File: config.mk
export PLATFORM = sky130hd
export DESIGN_NAME = ipipe_tracker
export DESIGN_NICKNAME = d
export VERILOG_FILES = /design/src/rtl/ipipe_pkg.sv /design/src/rtl/ipipe_event_dec.sv /design/src/rtl/ipipe_stage_reg.sv /design/src/rtl/ipipe_tracker.sv
export SDC_FILE = /design/constraint.sdc
export NUM_CORES = 1
export LEC_CHECK = 0
export BUFFER_PORTS_ARGS = -buffer_cell sky130_fd_sc_hd__buf_4
export CAP_MARGIN = 25
export CELL_PAD_IN_SITES_DETAIL_PLACEMENT = 2
export CELL_PAD_IN_SITES_GLOBAL_PLACEMENT = 2
export CORE_MARGIN = 2
export CORE_UTILIZATION = 31
export DETAILED_ROUTE_END_ITERATION = 10
export PLACE_DENSITY = 0.81
export SLEW_MARGIN = 15
export SYNTH_ARGS = -nofsm -noshare
export SYNTH_HDL_FRONTEND = slang
export SYNTH_SLANG_ARGS = --single-unit
File: constraint.sdc
create_clock -name clk -period 2.2 [get_ports clk]
set_input_delay 0.11 -clock clk [delete_from_list [all_inputs] [get_ports clk]]
set_output_delay 0.11 -clock clk [all_outputs]
set_load 0.01 [all_outputs]
File: src/rtl/ipipe_pkg.sv
package ipipe_pkg;
  localparam int NSTAGE = 3;
  localparam int STG_A  = 0;
  localparam int STG_B  = 1;
  localparam int STG_C  = 2;

  typedef struct packed {
    logic adv;
    logic flush;
    logic fetch;
  } evt_t;
endpackage

File: src/rtl/ipipe_event_dec.sv
module ipipe_event_dec
  import ipipe_pkg::*;
(
  input  evt_t              evt,
  input  logic              a_vld,
  input  logic              b_vld,
  output logic [NSTAGE-1:0] ld,
  output logic [NSTAGE-1:0] clr,
  output logic              ovf_set
);
  logic keep;   // events other than flush
  logic a_free; // stage A can accept a word this cycle

  always_comb begin
    keep   = ~evt.flush;
    a_free = ~a_vld | evt.adv;

    ld[STG_A]  = evt.flush | (evt.fetch & a_free);
    clr[STG_A] = keep & evt.adv;

    ld[STG_B]  = keep & evt.adv & a_vld;
    clr[STG_B] = evt.flush | evt.adv;

    ld[STG_C]  = keep & evt.adv & b_vld;
    clr[STG_C] = evt.flush;

    ovf_set = keep & evt.fetch & ~a_free;
  end
endmodule

File: src/rtl/ipipe_stage_reg.sv
module ipipe_stage_reg #(
  parameter int WORD_W = 16
) (
  input  logic              clk,
  input  logic              rst,
  input  logic              ld,
  input  logic              clr,
  input  logic [WORD_W-1:0] din,
  output logic              vld,
  output logic [WORD_W-1:0] word
);
  always_ff @(posedge clk) begin
    if (rst) begin
      vld  <= 1'b0;
      word <= '0;
    end else if (ld) begin
      vld  <= 1'b1;
      word <= din;
    end else if (clr) begin
      vld  <= 1'b0;
    end
  end
endmodule

File: src/rtl/ipipe_tracker.sv
module ipipe_tracker
  import ipipe_pkg::*;
#(
  parameter int WORD_W = 16
) (
  input  logic              clk,
  input  logic              rst,
  input  logic              fetch_i,
  input  logic              flush_i,
  input  logic [WORD_W-1:0] word_i,
  input  logic              adv_n_i,
  output logic              a_vld_o,
  output logic [WORD_W-1:0] a_word_o,
  output logic              b_vld_o,
  output logic [WORD_W-1:0] b_word_o,
  output logic              c_vld_o,
  output logic [WORD_W-1:0] c_word_o,
  output logic              ovf_o
);
  evt_t              evt;
  logic [NSTAGE-1:0] ld;
  logic [NSTAGE-1:0] clr;
  logic [NSTAGE-1:0] vld;
  logic [WORD_W-1:0] word [NSTAGE];
  logic [WORD_W-1:0] din  [NSTAGE];
  logic              ovf_set;
  logic              ovf_q;

  always_comb begin
    evt.adv   = ~adv_n_i;
    evt.flush = flush_i;
    evt.fetch = fetch_i;
  end

  ipipe_event_dec u_dec (
    .evt     (evt),
    .a_vld   (vld[STG_A]),
    .b_vld   (vld[STG_B]),
    .ld      (ld),
    .clr     (clr),
    .ovf_set (ovf_set)
  );

  for (genvar s = 0; s < NSTAGE; s++) begin : g_stage
    if (s == STG_A) begin : g_src_in
      assign din[s] = word_i;
    end else begin : g_src_prev
      assign din[s] = word[s-1];
    end

    ipipe_stage_reg #(.WORD_W(WORD_W)) u_stage (
      .clk  (clk),
      .rst  (rst),
      .ld   (ld[s]),
      .clr  (clr[s]),
      .din  (din[s]),
      .vld  (vld[s]),
      .word (word[s])
    );
  end

  always_ff @(posedge clk) begin
    if (rst)          ovf_q <= 1'b0;
    else if (ovf_set) ovf_q <= 1'b1;
  end

  assign a_vld_o  = vld[STG_A];
  assign a_word_o = word[STG_A];
  assign b_vld_o  = vld[STG_B];
  assign b_word_o = word[STG_B];
  assign c_vld_o  = vld[STG_C];
  assign c_word_o = word[STG_C];
  assign ovf_o    = ovf_q;
endmodule

* After elaboration in Yosys (flattened, before gate mapping) *
Cells that the tools add are included.
W data, S select, Z words.

storage, ports and cells
  output and inout bits = 52
  word-level logic and storage cells = 29
  register bits after elaboration = 52

operators by class
  multiplexer cells = 6
  reduce and logical (&&, ||, !) cells = 3
  bitwise gates (word level) = 13

operators with widths
  kind                number
  $and A1 B1 Y1       6
  $mux W1             6
  $reduce_bool A2 Y1  3
  $not A1 Y1          4
  $or A1 B1 Y1        3

* Depth between registers and ports, before layout *
  word-level depth = 5
  gate-level depth with buffers = 6
  gate-level depth less buffers = 3

* By module *
From an unflattened synthesis, not the netlist that was laid out.

unflattened totals
  cells, all modules = 180
  area, all modules = 1,940.6 um2

modules (own cells, without submodules)
  module           area each (um2)  cells an instance  instances
  ipipe_stage_reg  616.8            56                 3
  ipipe_event_dec  56.3             9                  1
  ipipe_tracker    33.8             3                  1

* Least setup slack after synthesis *
No wires, ideal clock.

  path type = reg2reg
  from = register g_stage[0].u_stage.vld
  to = register g_stage[1].u_stage.word[10]
  buffers on the path = 2
  cell stages (with the launch flop) = 6
  path slack = 0.905 ns
  clock period less this slack = 1.295 ns
  arrival = 1.163 ns
  data required time = 2.068 ns
  cells stage by stage = dfxtp_1 > or3b_1 > clkbuf_2 > buf_6 > nand2_1 > a21oi_1

between the ends
  word-level cells in the longest chain between the ends = 1

RTL lines
  item                      RTL line               RTL
  start: declaration        ipipe_stage_reg.sv:9   output logic vld,
  start signal: assignment  ipipe_stage_reg.sv:14  vld <= 1'b0;
  start signal: assignment  ipipe_stage_reg.sv:17  vld <= 1'b1;
  start signal: assignment  ipipe_stage_reg.sv:20  vld <= 1'b0;
  $and A1 B1 Y1             ipipe_event_dec.sv:21  ld[STG_B] = keep & evt.adv & a_vld;
  end signal: assignment    ipipe_stage_reg.sv:18  word <= din;
  end: declaration          ipipe_stage_reg.sv:10  output logic [WORD_W-1:0] word

Every way passes these cells.
A chain may end at the register's enable or synchronous reset.

* Worst setup path after layout *
  from = register g_stage[0].u_stage.vld
  to = register g_stage[0].u_stage.word[9]

between the ends
  word-level cells in the longest chain between the ends = 4

RTL lines
  item                    RTL line               RTL
  $not A1 Y1              ipipe_event_dec.sv:16  a_free = ~a_vld | evt.adv;
  $or A1 B1 Y1            ipipe_event_dec.sv:16
  $and A1 B1 Y1           ipipe_event_dec.sv:18  ld[STG_A] = evt.flush | (evt.fetch & a_free);
  $or A1 B1 Y1            ipipe_event_dec.sv:18
  end signal: assignment  ipipe_stage_reg.sv:18
  end: declaration        ipipe_stage_reg.sv:10

Every way passes these cells.

==> impl_metrics.csv <==
group,metric,value,unit
hold_path,hold_path.class,"input pin to flip-flop",
floorplanning,core-area,6350,sq um
global_route,antenna_found_initial,0,
setup_path,worstSetupPathType,"flip-flop to flip-flop",
cells_and_area,mostFrequentLayoutCells,"buf_4 (73), dfxtp_1 (52), mux2i_1 (33)",
placement,dpl-instance-area,2590,sq um
cts,post-cts-setup-buffers,0,
cts,clockBufferDepth,2,
power,leakagePower,1.12,nW
timing,worst_slew_pin_slew,709,ps
global_route,first_global_vias,1764,
cts,cts_tree,"built",
yosys,ys_ff_latch,52,
global_route,grt_max_degree,69,
cts,cts_hold_repair.buffers,0,
cells_and_area,num-nets-final,296,
yosys,ys_types,21,
detailed_routing,vias_per_cell,4.66,
setup_path,cp_cell_sequence,"nand2_2 -> a21oi_4 -> mux2i_1",
placement,hpwl,3870,um
detailed_routing,vias,1644,
cells_and_area,final_util,42.8,%
cells_and_area,final_area,2720,sq um
floorplanning,rows,29,
detailed_routing,drt-pass1-iter-count,4,
timing,fmax,665,MHz
setup_path,critPathMaxFanout,16,
yosys,synthesis.area,2030,sq um
outcome,status,"completed",
detailed_routing,wl_per_cell,15.4,um
timing,hold_viol,0,
yosys,seq_area_frac_synth,51.4,%
timing,period_share,68.4,%
timing,final-max-slew-violation-count,0,
cells_and_area,antennaDiodeCount,0,
floorplanning,die_h,84.8,um
placement,globalplace.congestion,0.713,
timing,timing.hold.ws,72.4,ps
timing,grt_setup_unrepaired,"no",
yosys,yosysWarningCount,0,
setup_path,worstPathArrival,1720,ps
yosys,syn_inst,208,
run,maxCapViolCount,0,
timing,fin_crit,1500,ps
yosys,avgSynthCellArea,9.74,sq um
cts,cts-root-buf,"clkbuf_8",
floorplanning,die_x,84.8,um
detailed_routing,post-route-drc-count,0,
power,p_per_area,694,nW/um^2
cells_and_area,final_common_cell,"buf_4",
placement,portBuffers,72,
cts,cts_resized,0,
detailed_routing,wl_met3,156,um
global_route,gr-usage-all-layers,15.5,%
detailed_routing,maxUsedRoutingLayer,"met4",
setup_path,cp-end-kind,"flip-flop",
timing,slew_headroom,52.6,%
global_route,grt_overflow,0,
timing,finalSetupTns,0,ps
setup_path,worstSetupStartpointType,"flip-flop",
floorplanning,die_area,7200,sq um
cells_and_area,drive_gt1_share,31.2,%
cts,cts_buffers,5,
power,ir_drop,0.000412,V
cts,clock_sinks,52,
timing,skew,7.39,ps
detailed_routing,ant_nets,0,
setup_path,required,2420,ps
cells_and_area,final-seq-area,1040,sq um
cells_and_area,multi_input_area,882,sq um
detailed_routing,drtIter0Drc,43,
cts,htreeDepth,2,
detailed_routing,wl_met1,2540,um
cts,clk_latency,290,ps
timing,setup_violations,0,
detailed_routing,wl,5450,um
cells_and_area,syn_to_final_growth,34.2,%
setup_path,cp_slowest_cell,"a21oi_4",
detailed_routing,met2WireLength,2710,um
cts,cts.reportedPaths.clkPinSlew,90,ps
floorplanning,initial_core_util,31.9,%
global_route,grt_pass1_wl,8960,um
floorplanning,io_pins,73,
setup_path,max_stage_delay,600,ps
yosys,syn_nets,229,
cells_and_area,nFillCells,694,
[Yosys cell counts]
| master | instances | area [sq um] |
|---|---|---|
| dfxtp_1 | 52 | 1040 |
| mux2i_1 | 33 | 330 |
| nand2_1 | 32 | 120 |
| nand2b_1 | 32 | 200 |
| nor2_1 | 19 | 71.3 |
| a21oi_1 | 18 | 90.1 |
| clkbuf_1 | 6 | 22.5 |
| buf_4 | 2 | 15.0 |
| buf_6 | 2 | 22.5 |
| a21oi_4 | 1 | 16.3 |
| a41oi_1 | 1 | 8.76 |
| buf_1 | 1 | 3.75 |
| buf_12 | 1 | 20.0 |
| buf_8 | 1 | 15.0 |
| clkbuf_2 | 1 | 5.00 |
| inv_1 | 1 | 3.75 |
| nand2_2 | 1 | 6.26 |
| nor3_1 | 1 | 5.00 |
| nor3b_1 | 1 | 7.51 |
| nor3b_2 | 1 | 12.5 |
| or3b_1 | 1 | 8.76 |
[state kept, by name, indices dropped and copies added, names as in the netlist]
name                  flops
g_stage.u_stage.vld       3
g_stage.u_stage.word     48
ovf_o                     1
[through the flow]
step / total power [mW] / cells / setup WS (ps)
5_1_grt: 1.97 / 353 / 553
3_3_place_gp: 1.20 / 345 / 735
3_5_place_dp: 1.21 / 345 / 680
2_1_floorplan: 1.11 / 208 / 905
6_report: 1.89 / 353 / 696
4_1_cts: 1.91 / 353 / 650
[kinds of logic (layout without fill, tap and decap cells)]
family                 count (synthesis)  after routing  synth area share, %
buffers and inverters                 15             83                 5.31
DFF                                   52             52                 51.4
and+or+nand+nor                       88             88                 21.3
muxes                                 33             33                 16.3
AOI/OAI and AO/OA                     20             20                 5.68
[metal layers]
metal	global-route usage [%]	vias to the layer above
met5	0	-
met3	2.63	2
met2	26.3	32
met4	3.46	0
li1	-	806
met1	20.7	804
[final timing paths]
kind	startpoint	end	slack, ps	cells past startpoint
min reg2reg	g_stage[0].u_stage.word[8]	g_stage[1].u_stage.word[8]	480	2
max	g_stage[0].u_stage.vld	g_stage[0].u_stage.word[9]	700	3
min	word_i[2]	g_stage[0].u_stage.word[2]	70	3
max reg2reg	g_stage[0].u_stage.vld	g_stage[0].u_stage.word[9]	700	3
[cell type report]
cell class              count  share of cell area [%]
inverters                   1                   0.138
clock inverters             1                    1.10
clock buffers               7                    3.55
multi-input cells         141                    32.5
repair buffers             74                    20.9
well taps                  77                    3.55
flip-flops and latches     52                    38.3
[worst max-delay path, delay by kind of cell (launching register included)]
| kind | cells | cell delay [ps] |
|---|---|---|
| AO/OA/AOI/OAI | 1 | 600 |
| flip-flops | 1 | 430 |
| multiplexers | 1 | 270 |
| AND/OR/NAND/NOR | 1 | 110 |
[report_power, final]
group / leakage, nW / switching (mW) / internal [mW] / total, mW
registers: 0.424 / 0.0286 / 0.970 / 0.998
clock network: 0.0645 / 0.304 / 0.402 / 0.706
logic: 0.633 / 0.0878 / 0.0954 / 0.183
No activity file was read; power rests on OpenSTA's default activity.
